$ cat src/rtl/desc_ring_pkg.sv
package desc_ring_pkg;
   // register offsets
   localparam logic [11:0] RA_BASE_LO = 12'h100;
   localparam logic [11:0] RA_BASE_HI = 12'h104;
   localparam logic [11:0] RA_CTRL    = 12'h108;
   localparam logic [11:0] RA_STAT    = 12'h10C;
   localparam logic [11:0] RA_SIZE    = 12'h110;

   // register bit positions
   localparam int PTR_LSB    = 16;
   localparam int CTRL_RUN   = 0;
   localparam int CTRL_ERRIE = 4;
   localparam int STAT_BUSY  = 0;
   localparam int STAT_ERR   = 4;
   localparam int STAT_DONE  = 5;

   // descriptor geometry
   localparam int DESC_WORDS = 4;
   localparam int WB_WORD    = 1;
   localparam int DC_IRQ     = 30;   // byte 3 bit 6 in word 0
   localparam int DC_HALT    = 31;   // byte 3 bit 7 in word 0
   localparam int RS_OK      = 0;

   typedef enum logic [1:0] {SQ_IDLE, SQ_FETCH, SQ_EXEC, SQ_WBACK} sq_state_e;
endpackage

$ cat src/rtl/desc_ring_wrap.sv
module desc_ring_wrap #(
   parameter int PTR_W = 8
) (
   input  logic [PTR_W-1:0] cur,
   input  logic [PTR_W-1:0] last,
   output logic [PTR_W-1:0] nxt
);
   // an index at or beyond the last entry returns to zero
   assign nxt = (cur >= last) ? '0 : PTR_W'(cur + 1'b1);
endmodule

$ cat src/rtl/desc_ring_regs.sv
module desc_ring_regs
   import desc_ring_pkg::*;
#(
   parameter int ADDR_W = 64,
   parameter int PTR_W  = 8
) (
   input  logic              clk,
   input  logic              rst_n,
   input  logic              reg_wr,
   input  logic [11:0]       reg_addr,
   input  logic [31:0]       reg_wdata,
   output logic [31:0]       reg_rdata,
   input  logic [PTR_W-1:0]  hw_tail,
   input  logic              hw_busy,
   input  logic              set_done,
   input  logic              set_err,
   input  logic              halt,
   output logic [ADDR_W-1:0] ring_base,
   output logic [PTR_W-1:0]  last_idx,
   output logic [PTR_W-1:0]  head_ptr,
   output logic              run_bit,
   output logic              err_ie
);
   logic [31:0]      base_lo_q, base_hi_q;
   logic [PTR_W-1:0] head_q, last_q;
   logic             run_q, errie_q, done_q, err_q;

   logic wr_lo, wr_hi, wr_ctrl, wr_stat, wr_size;
   assign wr_lo   = reg_wr && (reg_addr == RA_BASE_LO);
   assign wr_hi   = reg_wr && (reg_addr == RA_BASE_HI);
   assign wr_ctrl = reg_wr && (reg_addr == RA_CTRL);
   assign wr_stat = reg_wr && (reg_addr == RA_STAT);
   assign wr_size = reg_wr && (reg_addr == RA_SIZE);

   always_ff @(posedge clk or negedge rst_n) begin
      if (!rst_n) begin
         base_lo_q <= '0;
         base_hi_q <= '0;
         head_q    <= '0;
         last_q    <= '0;
         run_q     <= 1'b0;
         errie_q   <= 1'b0;
         done_q    <= 1'b0;
         err_q     <= 1'b0;
      end else begin
         if (wr_lo) base_lo_q <= reg_wdata;
         if (wr_hi) base_hi_q <= reg_wdata;
         if (wr_size) last_q <= reg_wdata[PTR_W-1:0];
         if (wr_ctrl) begin
            head_q  <= reg_wdata[PTR_LSB +: PTR_W];
            errie_q <= reg_wdata[CTRL_ERRIE];
         end
         // a halt from the sequencer wins over a software write
         if (halt)         run_q <= 1'b0;
         else if (wr_ctrl) run_q <= reg_wdata[CTRL_RUN];
         // sticky flags: hardware set wins over write-1-to-clear
         done_q <= set_done | (done_q & ~(wr_stat & reg_wdata[STAT_DONE]));
         err_q  <= set_err  | (err_q  & ~(wr_stat & reg_wdata[STAT_ERR]));
      end
   end

   generate
      if (ADDR_W <= 32) begin : g_narrow
         assign ring_base = base_lo_q[ADDR_W-1:0];
      end else begin : g_wide
         assign ring_base = {base_hi_q[ADDR_W-33:0], base_lo_q};
      end
   endgenerate

   always_comb begin
      reg_rdata = '0;
      case (reg_addr)
         RA_BASE_LO: reg_rdata = base_lo_q;
         RA_BASE_HI: reg_rdata = base_hi_q;
         RA_CTRL: begin
            reg_rdata[PTR_LSB +: PTR_W] = head_q;
            reg_rdata[CTRL_ERRIE]       = errie_q;
            reg_rdata[CTRL_RUN]         = run_q;
         end
         RA_STAT: begin
            reg_rdata[PTR_LSB +: PTR_W] = hw_tail;
            reg_rdata[STAT_DONE]        = done_q;
            reg_rdata[STAT_ERR]         = err_q;
            reg_rdata[STAT_BUSY]        = hw_busy;
         end
         RA_SIZE: reg_rdata[PTR_W-1:0] = last_q;
         default: reg_rdata = '0;
      endcase
   end

   assign last_idx = last_q;
   assign head_ptr = head_q;
   assign run_bit  = run_q;
   assign err_ie   = errie_q;
endmodule

$ cat src/rtl/desc_ring_seq.sv
module desc_ring_seq
   import desc_ring_pkg::*;
#(
   parameter int ADDR_W = 64,
   parameter int PTR_W  = 8
) (
   input  logic                     clk,
   input  logic                     rst_n,
   input  logic                     run_bit,
   input  logic                     err_ie,
   input  logic [PTR_W-1:0]         head_ptr,
   input  logic [PTR_W-1:0]         last_idx,
   input  logic [ADDR_W-1:0]        ring_base,
   output logic                     mem_req,
   output logic                     mem_we,
   output logic [ADDR_W-1:0]        mem_addr,
   output logic [31:0]              mem_wdata,
   input  logic                     mem_ack,
   input  logic [31:0]              mem_rdata,
   output logic                     exe_req,
   output logic [DESC_WORDS*32-1:0] exe_desc,
   input  logic                     exe_done,
   input  logic [31:0]              exe_result,
   output logic [PTR_W-1:0]         hw_tail,
   output logic                     hw_busy,
   output logic                     set_done,
   output logic                     set_err,
   output logic                     halt
);
   localparam int WIDX_W = $clog2(DESC_WORDS);

   sq_state_e        st_q;
   logic [WIDX_W-1:0] widx_q;
   logic [PTR_W-1:0] tail_q, tail_nxt;
   logic [31:0]      wb_q;
   logic [5:0]       word_off;
   logic             wb_ack, ok;

   desc_ring_wrap #(.PTR_W(PTR_W)) u_wrap (
      .cur (tail_q),
      .last(last_idx),
      .nxt (tail_nxt)
   );

   // one capture register per descriptor word
   generate
      for (genvar k = 0; k < DESC_WORDS; k++) begin : g_word
         logic [31:0] w_q;
         always_ff @(posedge clk or negedge rst_n) begin
            if (!rst_n) w_q <= '0;
            else if (st_q == SQ_FETCH && mem_ack && widx_q == WIDX_W'(k))
               w_q <= mem_rdata;
         end
         assign exe_desc[k*32 +: 32] = w_q;
      end
   endgenerate

   assign word_off  = (st_q == SQ_WBACK) ? 6'(WB_WORD * 4) : 6'({widx_q, 2'b00});
   assign mem_addr  = ring_base + ADDR_W'({tail_q, 4'b0000}) + ADDR_W'(word_off);
   assign mem_req   = (st_q == SQ_FETCH) || (st_q == SQ_WBACK);
   assign mem_we    = (st_q == SQ_WBACK);
   assign mem_wdata = wb_q;
   assign exe_req   = (st_q == SQ_EXEC);

   assign wb_ack   = (st_q == SQ_WBACK) && mem_ack;
   assign ok       = wb_q[RS_OK];
   assign set_done = wb_ack && exe_desc[DC_IRQ];
   assign set_err  = wb_ack && !ok && err_ie;
   assign halt     = wb_ack && !ok && exe_desc[DC_HALT];

   always_ff @(posedge clk or negedge rst_n) begin
      if (!rst_n) begin
         st_q   <= SQ_IDLE;
         widx_q <= '0;
         tail_q <= '0;
         wb_q   <= '0;
      end else begin
         case (st_q)
            SQ_IDLE: if (run_bit && tail_q != head_ptr) begin
               st_q   <= SQ_FETCH;
               widx_q <= '0;
            end
            SQ_FETCH: if (mem_ack) begin
               widx_q <= widx_q + 1'b1;
               if (widx_q == WIDX_W'(DESC_WORDS - 1)) st_q <= SQ_EXEC;
            end
            SQ_EXEC: if (exe_done) begin
               wb_q <= exe_result;
               st_q <= SQ_WBACK;
            end
            SQ_WBACK: if (mem_ack) begin
               tail_q <= tail_nxt;
               widx_q <= '0;
               if (!halt && run_bit && tail_nxt != head_ptr) st_q <= SQ_FETCH;
               else                                          st_q <= SQ_IDLE;
            end
            default: st_q <= SQ_IDLE;
         endcase
      end
   end

   assign hw_tail = tail_q;
   assign hw_busy = (st_q != SQ_IDLE);
endmodule

$ cat src/rtl/desc_ring_ctl.sv
module desc_ring_ctl
   import desc_ring_pkg::*;
#(
   parameter int ADDR_W = 64,
   parameter int PTR_W  = 8
) (
   input  logic                     clk,
   input  logic                     rst_n,
   input  logic                     reg_wr,
   input  logic [11:0]              reg_addr,
   input  logic [31:0]              reg_wdata,
   output logic [31:0]              reg_rdata,
   output logic                     mem_req,
   output logic                     mem_we,
   output logic [ADDR_W-1:0]        mem_addr,
   output logic [31:0]              mem_wdata,
   input  logic                     mem_ack,
   input  logic [31:0]              mem_rdata,
   output logic                     exe_req,
   output logic [DESC_WORDS*32-1:0] exe_desc,
   input  logic                     exe_done,
   input  logic [31:0]              exe_result
);
   initial begin
      assert (ADDR_W >= 16 && ADDR_W <= 64) else $error("ADDR_W must lie in 16..64");
      assert (PTR_W >= 1 && PTR_W <= 8) else $error("PTR_W must lie in 1..8");
   end

   logic [PTR_W-1:0]  hw_tail, head_ptr, last_idx;
   logic [ADDR_W-1:0] ring_base;
   logic              hw_busy, set_done, set_err, halt, run_bit, err_ie;

   desc_ring_regs #(.ADDR_W(ADDR_W), .PTR_W(PTR_W)) u_regs (
      .clk(clk), .rst_n(rst_n),
      .reg_wr(reg_wr), .reg_addr(reg_addr), .reg_wdata(reg_wdata), .reg_rdata(reg_rdata),
      .hw_tail(hw_tail), .hw_busy(hw_busy), .set_done(set_done), .set_err(set_err), .halt(halt),
      .ring_base(ring_base), .last_idx(last_idx), .head_ptr(head_ptr),
      .run_bit(run_bit), .err_ie(err_ie)
   );

   desc_ring_seq #(.ADDR_W(ADDR_W), .PTR_W(PTR_W)) u_seq (
      .clk(clk), .rst_n(rst_n),
      .run_bit(run_bit), .err_ie(err_ie), .head_ptr(head_ptr), .last_idx(last_idx),
      .ring_base(ring_base),
      .mem_req(mem_req), .mem_we(mem_we), .mem_addr(mem_addr), .mem_wdata(mem_wdata),
      .mem_ack(mem_ack), .mem_rdata(mem_rdata),
      .exe_req(exe_req), .exe_desc(exe_desc), .exe_done(exe_done), .exe_result(exe_result),
      .hw_tail(hw_tail), .hw_busy(hw_busy),
      .set_done(set_done), .set_err(set_err), .halt(halt)
   );
endmodule

$ cat config.mk
export PLATFORM = sky130hd
export DESIGN_NAME = desc_ring_ctl
export DESIGN_NICKNAME = d
export VERILOG_FILES = /design/src/rtl/desc_ring_pkg.sv /design/src/rtl/desc_ring_wrap.sv /design/src/rtl/desc_ring_regs.sv /design/src/rtl/desc_ring_seq.sv /design/src/rtl/desc_ring_ctl.sv
export SDC_FILE = /design/constraint.sdc
export NUM_CORES = 1
export LEC_CHECK = 0
export ABC_AREA = 0
export ABC_CLOCK_PERIOD_IN_PS = 2930
export BUFFER_PORTS_ARGS = -buffer_cell sky130_fd_sc_hd__buf_2
export CAP_MARGIN = 40
export CORE_MARGIN = 5
export CORE_UTILIZATION = 47
export CTS_CLUSTER_DIAMETER = 150
export DETAILED_ROUTE_END_ITERATION = 7
export PLACE_DENSITY = 0.84
export SLEW_MARGIN = 5
export SYNTH_ARGS = -nofsm -noshare
export SYNTH_HDL_FRONTEND = slang
export SYNTH_SLANG_ARGS = --single-unit
$ cat constraint.sdc
create_clock -name clk -period 2.93 [get_ports clk]
set_input_delay 0.1465 -clock clk [delete_from_list [all_inputs] [get_ports clk]]
set_output_delay 0.1465 -clock clk [all_outputs]
set_load 0.005 [all_outputs]
# Yosys cells after proc, flatten, opt, wreduce, memory -nomap -nowiden
# Cells that the tools add are included.
# classes
addsub	4
n_lt_le_gt_ge	1
eq_ne	18
n_mux	23
bitwise	8
n_reduce_logical	30
# ops
cell	count
$add A64 B12 Y64	1
$add A64 B6 Y64	1
$eq A12 B9 Y1 const B	5
$pmux W8 S2	2
$pmux W8 S4	1
$logic_and A1 B1 Y1	18
$mux W2	8
$ne A8 B8 Y1	2
$pmux W2 S3	2
$pmux W1 S5	2
$pmux W3 S3	1
$add A8 B1 Y8 const B	1
$eq A2 B2 Y1 const B	4
$ge A8 B8 Y1	1
$mux W8	1
$pmux W2 S4	1
$ne A2 B1 Y1 const B	3
$reduce_and A5 Y1	1
$and A1 B1 Y1	4
$eq A2 B1 Y1 const B	2
$logic_not A2 Y1	2
$mux W4	1
$ne A2 B2 Y1 const B	2
$pmux W1 S4	1
10 further kinds	17
# word_totals
regBits	256
inputBits	113
output_inout_bits	259
elab_cells	100

# Longest topological paths before layout
# logic_depth
word_depth	10
depth_mapped	13
mapped_depth_nobuf	11

# By module
# From an unflattened synthesis, not the netlist that was laid out.
# hier_totals
cells_unflattened	990
area_unflattened_um2	12715.9
# modules_own_cells
mod	n_inst	cells_each	area_per_inst_um2	seq_area_each_um2
desc_ring_seq	1	648	8298.0	4304.1
desc_ring_regs	1	290	4048.9	2102.0
desc_ring_wrap	1	52	369.1	0.0

# Worst setup path after synthesis
# OpenSTA, ideal clock, no wires.
# synth_timing
path_type	register -> output
start	register u_seq.st_q[0]
end	output port mem_addr[42]
t_arrival_ns	3.069
t_required_ns	2.784
path_slack_ns	-0.285
stages_incl_launch_ff	14
n_path_buf	2
cell_sequence	dfrtp_1 > ha_1 > clkbuf_1 > or2_2 > ha_1 > fa_1 > a21o_1 > a21oi_1 > o21ai_0 > a21oi_1 > or2_1 > clkbuf_1 > nor3_1 > xnor2_1
# synth_via
elab_chain_cells	3
# synth_lines
item	line_no	rtl
start: declaration	desc_ring_seq.sv:32	sq_state_e st_q;
start signal: assignment	desc_ring_seq.sv:73	st_q <= SQ_IDLE;
start signal: assignment	desc_ring_seq.sv:80	st_q <= SQ_FETCH;
start signal: assignment	desc_ring_seq.sv:85	if (widx_q == WIDX_W'(DESC_WORDS - 1)) st_q <= SQ_EXEC;
$eq A2 B2 Y1	--	
named net mem_we	desc_ring_ctl.sv:14	output logic mem_we,
$mux W4	desc_ring_seq.sv:58	assign word_off = (st_q == SQ_WBACK) ? 6'(WB_WORD * 4) : 6'({widx_q, 2'b00});
$add A64 B6 Y64	desc_ring_seq.sv:59	assign mem_addr = ring_base + ADDR_W'({tail_q, 4'b0000}) + ADDR_W'(word_off);
end: declaration	desc_ring_ctl.sv:15	output logic [ADDR_W-1:0] mem_addr,
# The timed path passes the listed nets, and every way through them passes these cells.

# Final worst setup path
# layout_timing
start	register u_seq.st_q[0]
end	output port mem_addr[50]
# layout_via
elab_chain_cells	3
# layout_lines
item	line_no
$eq A2 B2 Y1	desc_ring_seq.sv:58
$mux W4	desc_ring_seq.sv:58
$add A64 B6 Y64	desc_ring_seq.sv:59
# Every way passes these cells.

==> out/results.env <==
STATUS='finished, violations left'
FAILING_CHECKS='negative setup slack'
CLOCK_TREE.BUFFER_DEPTH=3
TIMING.FINAL.HOLD_VIOLATIONS=0
ANTENNA_FOUND_INITIAL=1
PRECTSSETUPSLACK_NS=-0.0450
CRITICAL_PATH.REG2REG.STARTPOINT='u_seq.hw_tail[4]'
ROUTED-VIA-COUNT=10800
ROWS=59
DIE-WIDTH_UM=173
DRTITER0DRC=916
CRITICAL_PATH.ENDPOINT_TYPE='output port'
DPL.HPWL_UM=28300
DRT_FIRST_PASS_ITERS=7
SYNTH.LIB_CELLS_USED.DISTINCT=65
CRITPATHREQUIREDTIME_NS=2.78
SEQ_AREA_FRAC_SYNTH_PCT=51.5
CP_SLOWEST_CELL='sky130_fd_sc_hd__dfrtp_1'
MOST_FREQUENTLY_USED_CELL_TYPE_IN_THE_POST_SYNTHESIS_NETLIST='sky130_fd_sc_hd__dfrtp_1'
CLK_TREE_ROOT_CELL='sky130_fd_sc_hd__clkbuf_16'
GRT_PASS1_VIAS=11200
CRITICAL_HOLD_PATH_STARTPOINT='mem_ack'
ROUTABILITYCONGESTION=0.946
MAX-VDD-IR-DROP_uV=696
SYNTH-WARNING-COUNT=0
TRITONCTS='done'
AREA.GROWTH.SYNTH_TO_FINAL_PCT=42.4
SYNTH_AREA_PER_CELL_UM2=12.3
HTREE_LEVELS=1
WORST_SLEW_PIN_SLEW_NS=0.651
GRT_UTIL_ALL_LAYERS_PCT=26.6
NUM-FILL-CELLS=1718
DRT-TOTAL-WL_UM=43000
GRT_OVERFLOW=0
FIN_SETUP_TNS_NS=-19.96
NUMPORTBUFFERS=371
SYNTH_ENABLE_FLOP_CELLS=0
GRT_MAX_DEGREE=86
FINAL_PERIOD_MINUS_WORST_SETUP_SLACK_NS=3.50
TIMING.FMAX_MHz=286
SLEW_HEADROOM_PCT=56.6
TIMING.CRITICAL_PATH.SLOWEST_CELL_DELAY_NS=0.42
POST_ROUTE_CELLS_DRIVE_ABOVE_1_SHARE_PCT=51.5
SYNTH.FF_LATCH_COUNT=256
CLK-INSERTION-DELAY-LATE_NS=0.54
WORST_SETUP_PATH_START_KIND='flop'
YS_ASYNC_SR_FRACTION_PCT=100
IO_PINS=372
SYNTH.NET_COUNT=1151
ROUTE.DETAILED.DRC=0
WORST_CLOCK_SKEW_NS=0.0118
CRITPATHMAXFANOUT=5
CRITICALPATHCATEGORY='reg -> out'
STARTPOINT='u_seq.st_q[0]'
DRT.ANTENNA.VIOLATING_NETS=0
TIMING.CRITICAL_PATH.ARRIVAL_NS=3.35
SYNTH-MAIN-FF-CELL='sky130_fd_sc_hd__dfrtp_1'
MAXCAPVIOLATIONS=0
VIA_PER_INST=5.68
DIE_H_UM=173
SETUP_SLACK_NS=-0.571
SYNTH.AREA.TOP_CELLS='sky130_fd_sc_hd__dfrtp_1 (51%), sky130_fd_sc_hd__mux2_2 (19%), sky130_fd_sc_hd__xnor2_1 (3.2%)'
REPORT.FINAL.SLEW_VIOL_COUNT=0
CTS_BUFFERS=28
TOP_POST_SYNTHESIS_CELLS_BY_COUNT='sky130_fd_sc_hd__dfrtp_1 (256), sky130_fd_sc_hd__mux2_2 (211), sky130_fd_sc_hd__nand2_1 (60)'
CRIT_FAMILY='adder cells'
WORST_SETUP_HOLD_PATH_CLK_SLEW_NS=0.06
NNETSFINAL=1684
SYNTH.LARGEST_AREA_CELL='sky130_fd_sc_hd__dfrtp_1'
LEAKAGE_nW=9.27
MIN-DELAY-PATH-CLASS='in -> reg'
INITIAL_UTILIZATION_PCT=47.8
SERIES_OF_CELL_INSTANCES_ALONG_THE_CRITICAL_PATH='ha_4, or2_4, ha_4, fa_2, a21o_1, a21oi_2, o21ai_2, a21oi_2, or2_1, buf_6, buf_4, nor3_2, xor2_1, buf_2'
GRT_FIRST_PASS_WIRELENGTH_UM=64900
DESIGN.CORE.AREA_UM2=26100
SYNTH_LARGEST_TYPE_AREA_FRACTION_PCT=51.5
DESIGN.DIE.AREA_UM2=29800
SETUP_REPAIR_AFTER_GLOBAL_ROUTING_MISSED_ITS_MARGIN='true'
POST_DRT_WL_PER_CELL_UM=22.6
FINALSETUPVIOLCOUNT=57
SYN_AREA_UM2=12400
SYN-INSTANCE-COUNT=1010
CRITICAL_PATH.N_BUFFERS_INVERTERS=3
POWER_DENSITY_nW_PER_UM2=690
TIMING.FINAL.CRIT_SHARE_PCT=119
CLOCK_SINKS=256
==> worst register-to-register path, delay by kind of cell, from the launching register on <==
kind                       cells  cell delay, ns
buffers and inverters          2            0.42
DFF                            1            0.41
and+or+nand+nor                1            0.31
adders and majority gates      1            0.31
AOI/OAI and AO/OA              6            1.00
==> power breakdown <==
group          internal (mW)  switching, mW
clock                   2.21           1.48
combinational           1.84           1.54
sequential              4.53          0.617
total                   8.58           3.64
==> final timing paths <==
kind | to | slack (ns) | depth (start not counted)
worst max register to register | u_seq.st_q[0] | 0.35 | 10
worst min-delay path | u_seq.hw_tail[5] | 0.03 | 3
max in group asynchronous | u_seq.g_word[2].w_q[19] | 1.79 | 3
min in group asynchronous | u_seq.g_word[3].w_q[24] | 0.23 | 2
worst min register to register | u_seq.mem_wdata[21] | 0.50 | 1
worst max-delay path | mem_addr[50] | -0.57 | 14
==> layout make-up <==
cell class	instances	area, µm²	area share, %
Sequential cell	256	6410	36.2
Timing Repair Buffer	555	3600	20.3
Multi-Input combinational cell	677	6230	35.1
Tap cell	335	419	2.37
Clock buffer	40	817	4.61
Antenna cell	2	5.00	0.0282
Clock inverter	12	151	0.854
Inverter	25	93.8	0.530
==> layout by cell type, fill, tap and decap left out, types with 22 or more instances in the layout <==
master	n
sky130_fd_sc_hd__buf_2	370
sky130_fd_sc_hd__buf_4	69
sky130_fd_sc_hd__clkbuf_16	29
sky130_fd_sc_hd__dfrtp_1	255
sky130_fd_sc_hd__dlygate4sd3_1	98
sky130_fd_sc_hd__ha_1	24
sky130_fd_sc_hd__inv_1	25
sky130_fd_sc_hd__mux2_1	30
sky130_fd_sc_hd__mux2_2	211
sky130_fd_sc_hd__nand2_1	53
sky130_fd_sc_hd__nand3_1	25
sky130_fd_sc_hd__nor2_1	24
sky130_fd_sc_hd__o21ai_0	22
sky130_fd_sc_hd__xnor2_1	31
sky130_fd_sc_hd__xor2_1	29
==> routing by layer <==
layer,track usage [%],vias up,part of all wire [%]
met5,0,-,0
met3,7.12,133,8.7
met1,32.9,5346,37
met4,9.70,0,4.2
li1,-,4702,-
met2,45.1,621,50
==> per-stage QoR <==
| step | instance area (µm²) | util [%] | power, mW | hold slack [ns] | cells |
|---|---|---|---|---|---|
| 2_1_floorplan | 12500 | - | 6.47 | -0.149 | 1010 |
| 3_3_place_gp | 15100 | 58.0 | 8.12 | 0.175 | 1729 |
| 3_5_place_dp | 15100 | 58.0 | 8.28 | 0.180 | 1729 |
| 4_1_cts | 17300 | 66.3 | 12.1 | 0.00590 | 1885 |
| 5_1_grt | 17700 | 68.0 | 12.8 | 0.0506 | 1901 |
| 6_report | 17700 | 68.0 | 12.2 | 0.0268 | 1902 |
==> registers in the layout, summed over array words and instances, names as in the netlist <==
name,flops
u_seq.g_word.w_q,128
u_regs.base_hi_q,32
u_regs.base_lo_q,32
u_seq.mem_wdata,32
u_regs.head_ptr,8
u_regs.last_idx,8
u_seq.hw_tail,8
u_seq.st_q,2
u_seq.widx_q,2
u_regs.done_q,1
u_regs.err_ie,1
u_regs.err_q,1
u_regs.run_bit,1
==> what timing repair did <==
item	CTS	global route
pin swaps	24	42
endpoints found under the setup margin	58	58
buffers inserted	6	15
resized for setup	38	66
hold buffers	98	0
endpoints found under the hold margin	325	0
gates cloned	0	1
==> cells by family (layout without fill, tap and decap cells) <==
| logic type | Yosys count | count (layout) | synth area share [%] |
|---|---|---|---|
| AO/OA/AOI/OAI | 108 | 108 | 6.18 |
| XOR/XNOR | 76 | 76 | 5.35 |
| AND/OR/NAND/NOR | 213 | 214 | 9.03 |
| other | 0 | 2 | 0 |
| buffers and inverters | 78 | 632 | 2.49 |
| flip-flops | 256 | 256 | 51.5 |
| multiplexers | 251 | 251 | 22.6 |
| adder cells (fa/ha/maj) | 28 | 28 | 2.87 |
Power figures use the tool's default switching activity.
